<file path="config.mk">
export PLATFORM = sky130hd
export DESIGN_NAME = zp_ptr_seq
export DESIGN_NICKNAME = d
export VERILOG_FILES = /design/src/rtl/zps_pkg.sv /design/src/rtl/zps_ctrl.sv /design/src/rtl/zps_dpath.sv /design/src/rtl/zp_ptr_seq.sv
export SDC_FILE = /design/constraint.sdc
export NUM_CORES = 1
export LEC_CHECK = 0
export BUFFER_PORTS_ARGS = -buffer_cell sky130_fd_sc_hd__buf_2
export CAP_MARGIN = 20
export CORE_ASPECT_RATIO = 1.5
export CORE_UTILIZATION = 35
export CTS_BUF_LIST = sky130_fd_sc_hd__clkbuf_16
export CTS_CLUSTER_SIZE = 25
export DETAILED_ROUTE_END_ITERATION = 8
export PLACE_DENSITY_LB_ADDON = 0.08
export SYNTH_ARGS = -nofsm -noshare
export SYNTH_HDL_FRONTEND = slang
export SYNTH_SLANG_ARGS = --single-unit
</file>
<file path="constraint.sdc">
create_clock -name clk -period 2.3 [get_ports clk]
set_input_delay 0.115 -clock clk [delete_from_list [all_inputs] [get_ports clk]]
set_output_delay 0.115 -clock clk [all_outputs]
set_load 0.005 [all_outputs]
</file>
<file path="src/rtl/zps_pkg.sv">
package zps_pkg;
  localparam int BYTE_W = 8;

  typedef enum logic [2:0] {
    ST_IDLE, ST_OPND, ST_ZPDUM, ST_PLO, ST_PHI, ST_FIX, ST_OPER
  } zps_state_e;

  // byte addition that wraps inside one page
  function automatic logic [BYTE_W-1:0] page_add(input logic [BYTE_W-1:0] a,
                                                 input logic [BYTE_W-1:0] b);
    return a + b;
  endfunction

  // index addition with carry out in the top bit
  function automatic logic [BYTE_W:0] idx_add(input logic [BYTE_W-1:0] lo,
                                              input logic [BYTE_W-1:0] idx);
    return {1'b0, lo} + {1'b0, idx};
  endfunction
endpackage

</file>
<file path="src/rtl/zps_ctrl.sv">
module zps_ctrl
  import zps_pkg::*;
(
  input  logic       clk,
  input  logic       rst_n,
  input  logic       start_acc,
  input  logic       mode_in,
  input  logic       wr_in,
  input  logic       carry_now,
  output zps_state_e state,
  output logic       mode_q,
  output logic       wr_q,
  output logic       zp_phase
);
  zps_state_e nxt;

  always_comb begin
    nxt = state;
    unique case (state)
      ST_IDLE:  if (start_acc) nxt = ST_OPND;
      ST_OPND:  nxt = mode_q ? ST_PLO : ST_ZPDUM;
      ST_ZPDUM: nxt = ST_PLO;
      ST_PLO:   nxt = ST_PHI;
      ST_PHI:   nxt = (mode_q && (wr_q || carry_now)) ? ST_FIX : ST_OPER;
      ST_FIX:   nxt = ST_OPER;
      ST_OPER:  nxt = ST_IDLE;
      default:  nxt = ST_IDLE;
    endcase
  end

  always_ff @(posedge clk or negedge rst_n) begin
    if (!rst_n) begin
      state  <= ST_IDLE;
      mode_q <= 1'b0;
      wr_q   <= 1'b0;
    end else begin
      state <= nxt;
      if (start_acc) begin
        mode_q <= mode_in;
        wr_q   <= wr_in;
      end
    end
  end

  assign zp_phase = (state == ST_ZPDUM) || (state == ST_PLO) || (state == ST_PHI);

  // post-indexed writes always take the corrective cycle
  a_r7_write_takes_fix: assert property (@(posedge clk) disable iff (!rst_n)
    (state == ST_PHI && mode_q && wr_q) |=> (state == ST_FIX));
  // the dummy page-zero cycle belongs to pre-indexed mode only
  a_r2_dummy_pre_only: assert property (@(posedge clk) disable iff (!rst_n)
    (state == ST_ZPDUM) |-> !mode_q);
endmodule

</file>
<file path="src/rtl/zps_dpath.sv">
module zps_dpath
  import zps_pkg::*;
#(
  parameter int DW = BYTE_W,
  localparam int AW = 2 * DW
)(
  input  logic          clk,
  input  logic          rst_n,
  input  logic          start_acc,
  input  logic          mode_in,
  input  logic [AW-1:0] pc_in,
  input  logic [DW-1:0] idx_x,
  input  logic [DW-1:0] idx_y,
  input  logic [DW-1:0] rdata,
  input  zps_state_e    state,
  input  logic          mode_q,
  output logic [AW-1:0] addr,
  output logic          carry_now,
  output logic          carry_q,
  output logic [AW-1:0] pc_next
);
  logic [AW-1:0] pc_q;
  logic [DW-1:0] idx_q, zp_q, lo_q, hi_q;
  logic [DW:0]   sum_w;

  assign sum_w     = idx_add(lo_q, idx_q);
  assign carry_now = sum_w[DW];
  assign pc_next   = pc_q + AW'(1);

  always_ff @(posedge clk or negedge rst_n) begin
    if (!rst_n) begin
      pc_q    <= '0;
      idx_q   <= '0;
      zp_q    <= '0;
      lo_q    <= '0;
      hi_q    <= '0;
      carry_q <= 1'b0;
    end else begin
      if (start_acc) begin
        pc_q    <= pc_in;
        idx_q   <= mode_in ? idx_y : idx_x;
        carry_q <= 1'b0;
      end
      unique case (state)
        ST_OPND:  zp_q <= rdata;
        ST_ZPDUM: zp_q <= page_add(zp_q, idx_q);
        ST_PLO:   lo_q <= rdata;
        ST_PHI: begin
          hi_q <= rdata;
          if (mode_q) begin
            lo_q    <= sum_w[DW-1:0];
            carry_q <= sum_w[DW];
          end
        end
        ST_FIX:   hi_q <= page_add(hi_q, {{(DW-1){1'b0}}, carry_q});
        default: ;
      endcase
    end
  end

  always_comb begin
    unique case (state)
      ST_OPND:          addr = pc_q;
      ST_ZPDUM, ST_PLO: addr = {{DW{1'b0}}, zp_q};
      ST_PHI:           addr = {{DW{1'b0}}, page_add(zp_q, {{(DW-1){1'b0}}, 1'b1})};
      ST_FIX, ST_OPER:  addr = {hi_q, lo_q};
      default:          addr = '0;
    endcase
  end

  // the pointer high byte comes from the next page-zero location, wrapping
  a_r4_ptr_consecutive: assert property (@(posedge clk) disable iff (!rst_n)
    (state == ST_PHI) |-> (addr[DW-1:0] == DW'($past(addr[DW-1:0]) + DW'(1))));
endmodule

</file>
<file path="src/rtl/zp_ptr_seq.sv">
module zp_ptr_seq
  import zps_pkg::*;
#(
  parameter int DW = BYTE_W,
  localparam int AW = 2 * DW
)(
  input  logic          clk,
  input  logic          rst_n,
  input  logic          start,
  input  logic          mode_post,
  input  logic          is_write,
  input  logic [AW-1:0] pc_in,
  input  logic [DW-1:0] idx_x,
  input  logic [DW-1:0] idx_y,
  input  logic [DW-1:0] rdata,
  output logic [AW-1:0] addr,
  output logic          rd_en,
  output logic          wr_en,
  output logic          busy,
  output logic          done,
  output logic [AW-1:0] eff_addr,
  output logic          page_crossed,
  output logic [AW-1:0] pc_next
);
  zps_state_e state;
  logic mode_q, wr_q, zp_phase, carry_now, carry_q, start_acc;

  assign start_acc = start && (state == ST_IDLE);

  zps_ctrl u_ctrl (
    .clk(clk), .rst_n(rst_n), .start_acc(start_acc), .mode_in(mode_post),
    .wr_in(is_write), .carry_now(carry_now), .state(state), .mode_q(mode_q),
    .wr_q(wr_q), .zp_phase(zp_phase)
  );

  zps_dpath #(.DW(DW)) u_dpath (
    .clk(clk), .rst_n(rst_n), .start_acc(start_acc), .mode_in(mode_post),
    .pc_in(pc_in), .idx_x(idx_x), .idx_y(idx_y), .rdata(rdata), .state(state),
    .mode_q(mode_q), .addr(addr), .carry_now(carry_now), .carry_q(carry_q),
    .pc_next(pc_next)
  );

  assign busy         = (state != ST_IDLE);
  assign done         = (state == ST_OPER);
  assign wr_en        = done && wr_q;
  assign rd_en        = busy && !wr_en;
  assign eff_addr     = done ? addr : '0;
  assign page_crossed = done && carry_q;

  // page-zero cycles never carry into page one
  a_r3_zero_page: assert property (@(posedge clk) disable iff (!rst_n)
    zp_phase |-> (addr[AW-1:DW] == '0));
  // pre-indexed operand lands in cycle 6
  a_r2_pre_six: assert property (@(posedge clk) disable iff (!rst_n)
    (start_acc && !mode_post) |-> ##5 done);
  // post-indexed read without carry finishes in cycle 5
  a_r5_post_fast: assert property (@(posedge clk) disable iff (!rst_n)
    (done && mode_q && !wr_q && !page_crossed) |-> $past(start_acc, 4));
  // a carry costs exactly one cycle
  a_r6_cross_six: assert property (@(posedge clk) disable iff (!rst_n)
    (done && page_crossed) |-> $past(start_acc, 5));
  // a write is preceded by a read cycle in the same sequence
  a_r8_write_after_read: assert property (@(posedge clk) disable iff (!rst_n)
    wr_en |-> $past(rd_en));
  // the program counter result does not move while busy
  a_r10_pc_hold: assert property (@(posedge clk) disable iff (!rst_n)
    (busy && $past(busy)) |-> $stable(pc_next));
  a_r1_one_strobe: assert property (@(posedge clk) disable iff (!rst_n)
    $onehot0({rd_en, wr_en}) && (busy || !(rd_en || done)));
endmodule

</file>
==> metrics.txt <==
outcome=finished clean; Worst-Margin Slew=0.929 ns; initial core utilization=36.2%; HPWL after DPL=9.54 mm; P_int=3.99 mW; Post-synth ARST share=100%; WP buf/inv=2; vias in the first global route=3430; Vias=3624; pin count of the biggest net entering global routing=55; Setup Skew=0.0102 ns; Critical Path Start Type=flop; FF+latch count, synth=54; EDFF count, synth=0; Final Max Slew Viols=0; LEAKAGE=2.23 nW; startpoint of the worst hold path=is_write; number of core rows=46; Layout area overhead=23.2%; ANT cells=0; RSZ-0062 raised after global routing=no; post-synth cell types=59; 1st-iter DRT viols=152; synth warn=0; total gr overflow=0; Root Driver=clkbuf_16; mean post-synth cell area=9.08 um2; Synth area leader=dfrtp_1; CP top delay family=flip-flops; die height=130 um; Critical Path Slowest Stage Cell=dfrtp_1; Antenna Nets Post-Route=0; initial antenna violation count=0; Vias/cell=5.39; Final Cycle Share=95.5%; # clock sinks=54; Max IR drop VDD=502 uV; Worst EP arrival=2.08 ns; hold depth=3; ys flop type=dfrtp_1; slew margin rel.=38.1%; clk buf depth=2; port bufs=97; minimum clock period=2.20 ns; maxcap violations=0; Worst Setup End Kind=primary output; Syn Nets=490; Die Area=0.0114 mm2; share of layout cells above drive strength 1=29.9%; CP peak stage delay=0.60 ns; CTS Buf Count=5; Net Sw Frac=46.0%; critical path depth=6; NumNets Final=593; Critical Path RT=2.18 ns; power share of the clock group=11.7%; fmax=0.455 GHz; setup slack after layout=0.103 ns; Crit Path Category=flop to primary output; Placer Congestion=0.871; Hold Fails Final Rpt=0; commonest non-fill, non-tap cells in the layout=buf_2 (97), dfrtp_1 (54), nand2_1 (36), a21oi_1 (32), nor2_1 (29); first-pass GRT wire length=18.6 mm; DR WL/cell=17.8 um; Total Wirelength=12.0 mm; register area share after synthesis=35.1%; R2R depth=7; Chip Width=87.6 um; Post-Synthesis Cells=424; final setup violating endpoints=0; critical path launch point=u_ctrl.state[0]; most common cell after layout, fill and taps aside=buf_2; num ports=98; post-layout util=44.5%; CP Cell Sequence=inv_2, nor2_2, a22oi_1, o221ai_1, and2_1, buf_2; Worst-Skew Late Latency=0.30 ns; Critical Path Fanout Max=9; Hold/Removal Path Class=input port to flop; H-tree Lvls=2; Reg power frac=28.6%; Core Region=0.0106 mm2; Fillers=1082; Synth top area share=35.1%; Fin Setup TNS=0 ns; synthesized area=0.00385 mm2; combinational share of power=59.6%; Total GRT Usage=21.8%; main area contributors after synthesis=dfrtp_1 (35%), ha_1 (6.2%), mux2_2 (4.4%); pre-CTS WS=0.0908 ns; Worst R2R Start=u_dpath.lo_q[0]; P_sw=3.40 mW; clock slew at reported path FFs=0.07 ns; PD cells=1560 mW/mm2; 1st-pass router iterations=4; Post-CTS Setup Bufs=0; DRC=0; CTS tree=built
[cells in the mapped netlist (all sizes together), types with 2 or more instances]
cell type and count:
dfrtp 54, nand2 36, a21oi 32, nor2 30
o21ai 29, nand3 23, and2 19, ha 19
buf 15, mux2 15, mux2i 15, xnor2 14
xor2 14, inv 10, a22o 9, a22oi 9
and3 8, clkbuf 7, nor3 7, o22ai 7
nor2b 6, o221ai 6, a211o 3, a211oi 3
a32oi 3, a21o 2, a221oi 2, a31oi 2
and4 2, fa 2, nand2b 2, nand4 2
o211ai 2, o21a 2
[logic make-up (layout without fill, tap and decap cells)]
kind of cell,count (synthesis),after routing,share of synthesized area [%]
flip-flops,54,54,35.1
AND/OR/NAND/NOR,140,140,18.3
buffers and inverters,32,136,3.77
XOR/XNOR,28,28,6.57
multiplexers,30,30,8.29
AO/OA/AOI/OAI,119,119,20.8
adder cells (fa/ha/maj),21,21,7.21
[metrics by stage]
stage	cell area [um2]	cells	power (mW)	hold slack, ns
6_report	4740	672	7.40	0.0192
3_5_place_dp	4570	663	6.55	0.140
5_1_grt	4740	672	8.07	0.0351
3_3_place_gp	4570	663	6.47	0.140
4_1_cts	4740	672	7.45	0.0166
2_1_floorplan	3850	424	4.98	-0.181
[worst min-delay path, delay by kind of cell]
family / cells / cell delay, ns
AOI/OAI and AO/OA: 1 / 0.06
and+or+nand+nor: 1 / 0.03
buffers and inverters: 1 / 0.07
[final cells by class]
| cell class | instances | area (um2) | share of cell area [%] |
|---|---|---|---|
| timing repair buffer | 118 | 658 | 13.9 |
| sequential | 54 | 1350 | 28.5 |
| clock inverter | 3 | 37.5 | 0.791 |
| multi-input combinational | 338 | 2350 | 49.6 |
| clock buffer | 5 | 125 | 2.64 |
| inverter | 10 | 37.5 | 0.791 |
| tap | 144 | 180 | 3.80 |
[final timing paths]
| path | to | slack (ns) |
|---|---|---|
| max | eff_addr[4] | 0.10 |
| min in group asynchronous | u_dpath.pc_q[14] | 0.33 |
| min | u_ctrl.wr_q | 0.02 |
| min reg2reg | u_dpath.hi_q[0] | 0.54 |
| max reg2reg | u_ctrl.state[0] | 0.10 |
| max in group asynchronous | u_dpath.zp_q[7] | 1.69 |
[power groups by stage]
| stage | Sequential, mW | Clock, mW | Combinational, mW |
|---|---|---|---|
| after global placement | 2.12 | 0 | 4.35 |
| after CTS | 2.12 | 0.900 | 4.44 |
| after floorplan | 1.86 | 0 | 3.12 |
| final | 2.12 | 0.868 | 4.41 |
| after detailed placement | 2.14 | 0 | 4.41 |
| after global routing | 2.20 | 0.923 | 4.95 |
[layer usage]
| metal | routed length [um] | share of wire, % | global-route usage [%] | vias to the layer above |
|---|---|---|---|---|
| met1 | 4700 | 39 | 23.8 | 1718 |
| li1 | - | - | - | 1763 |
| met3 | 481 | 4.0 | 3.20 | 25 |
| met2 | 6340 | 53 | 41.0 | 118 |
| met4 | 459 | 3.8 | 9.93 | 0 |
| met5 | 0 | 0 | 0 | - |
[what timing repair did]
item	in CTS	in global routing
hold endpoints to repair	54	0
hold buffers	1	0
setup endpoints to repair	0	1
resized for setup	0	1
[flip-flops by register name, indices dropped and copies added, names as in the netlist]
signal           count
u_ctrl.wr_q          1
u_dpath.zp_q         8
u_dpath.lo_q         8
u_ctrl.state         3
u_dpath.idx_q        8
u_dpath.hi_q         8
u_dpath.carry_q      1
u_ctrl.mode_q        1
u_dpath.pc_q        16
Power figures use the tool's default switching activity.
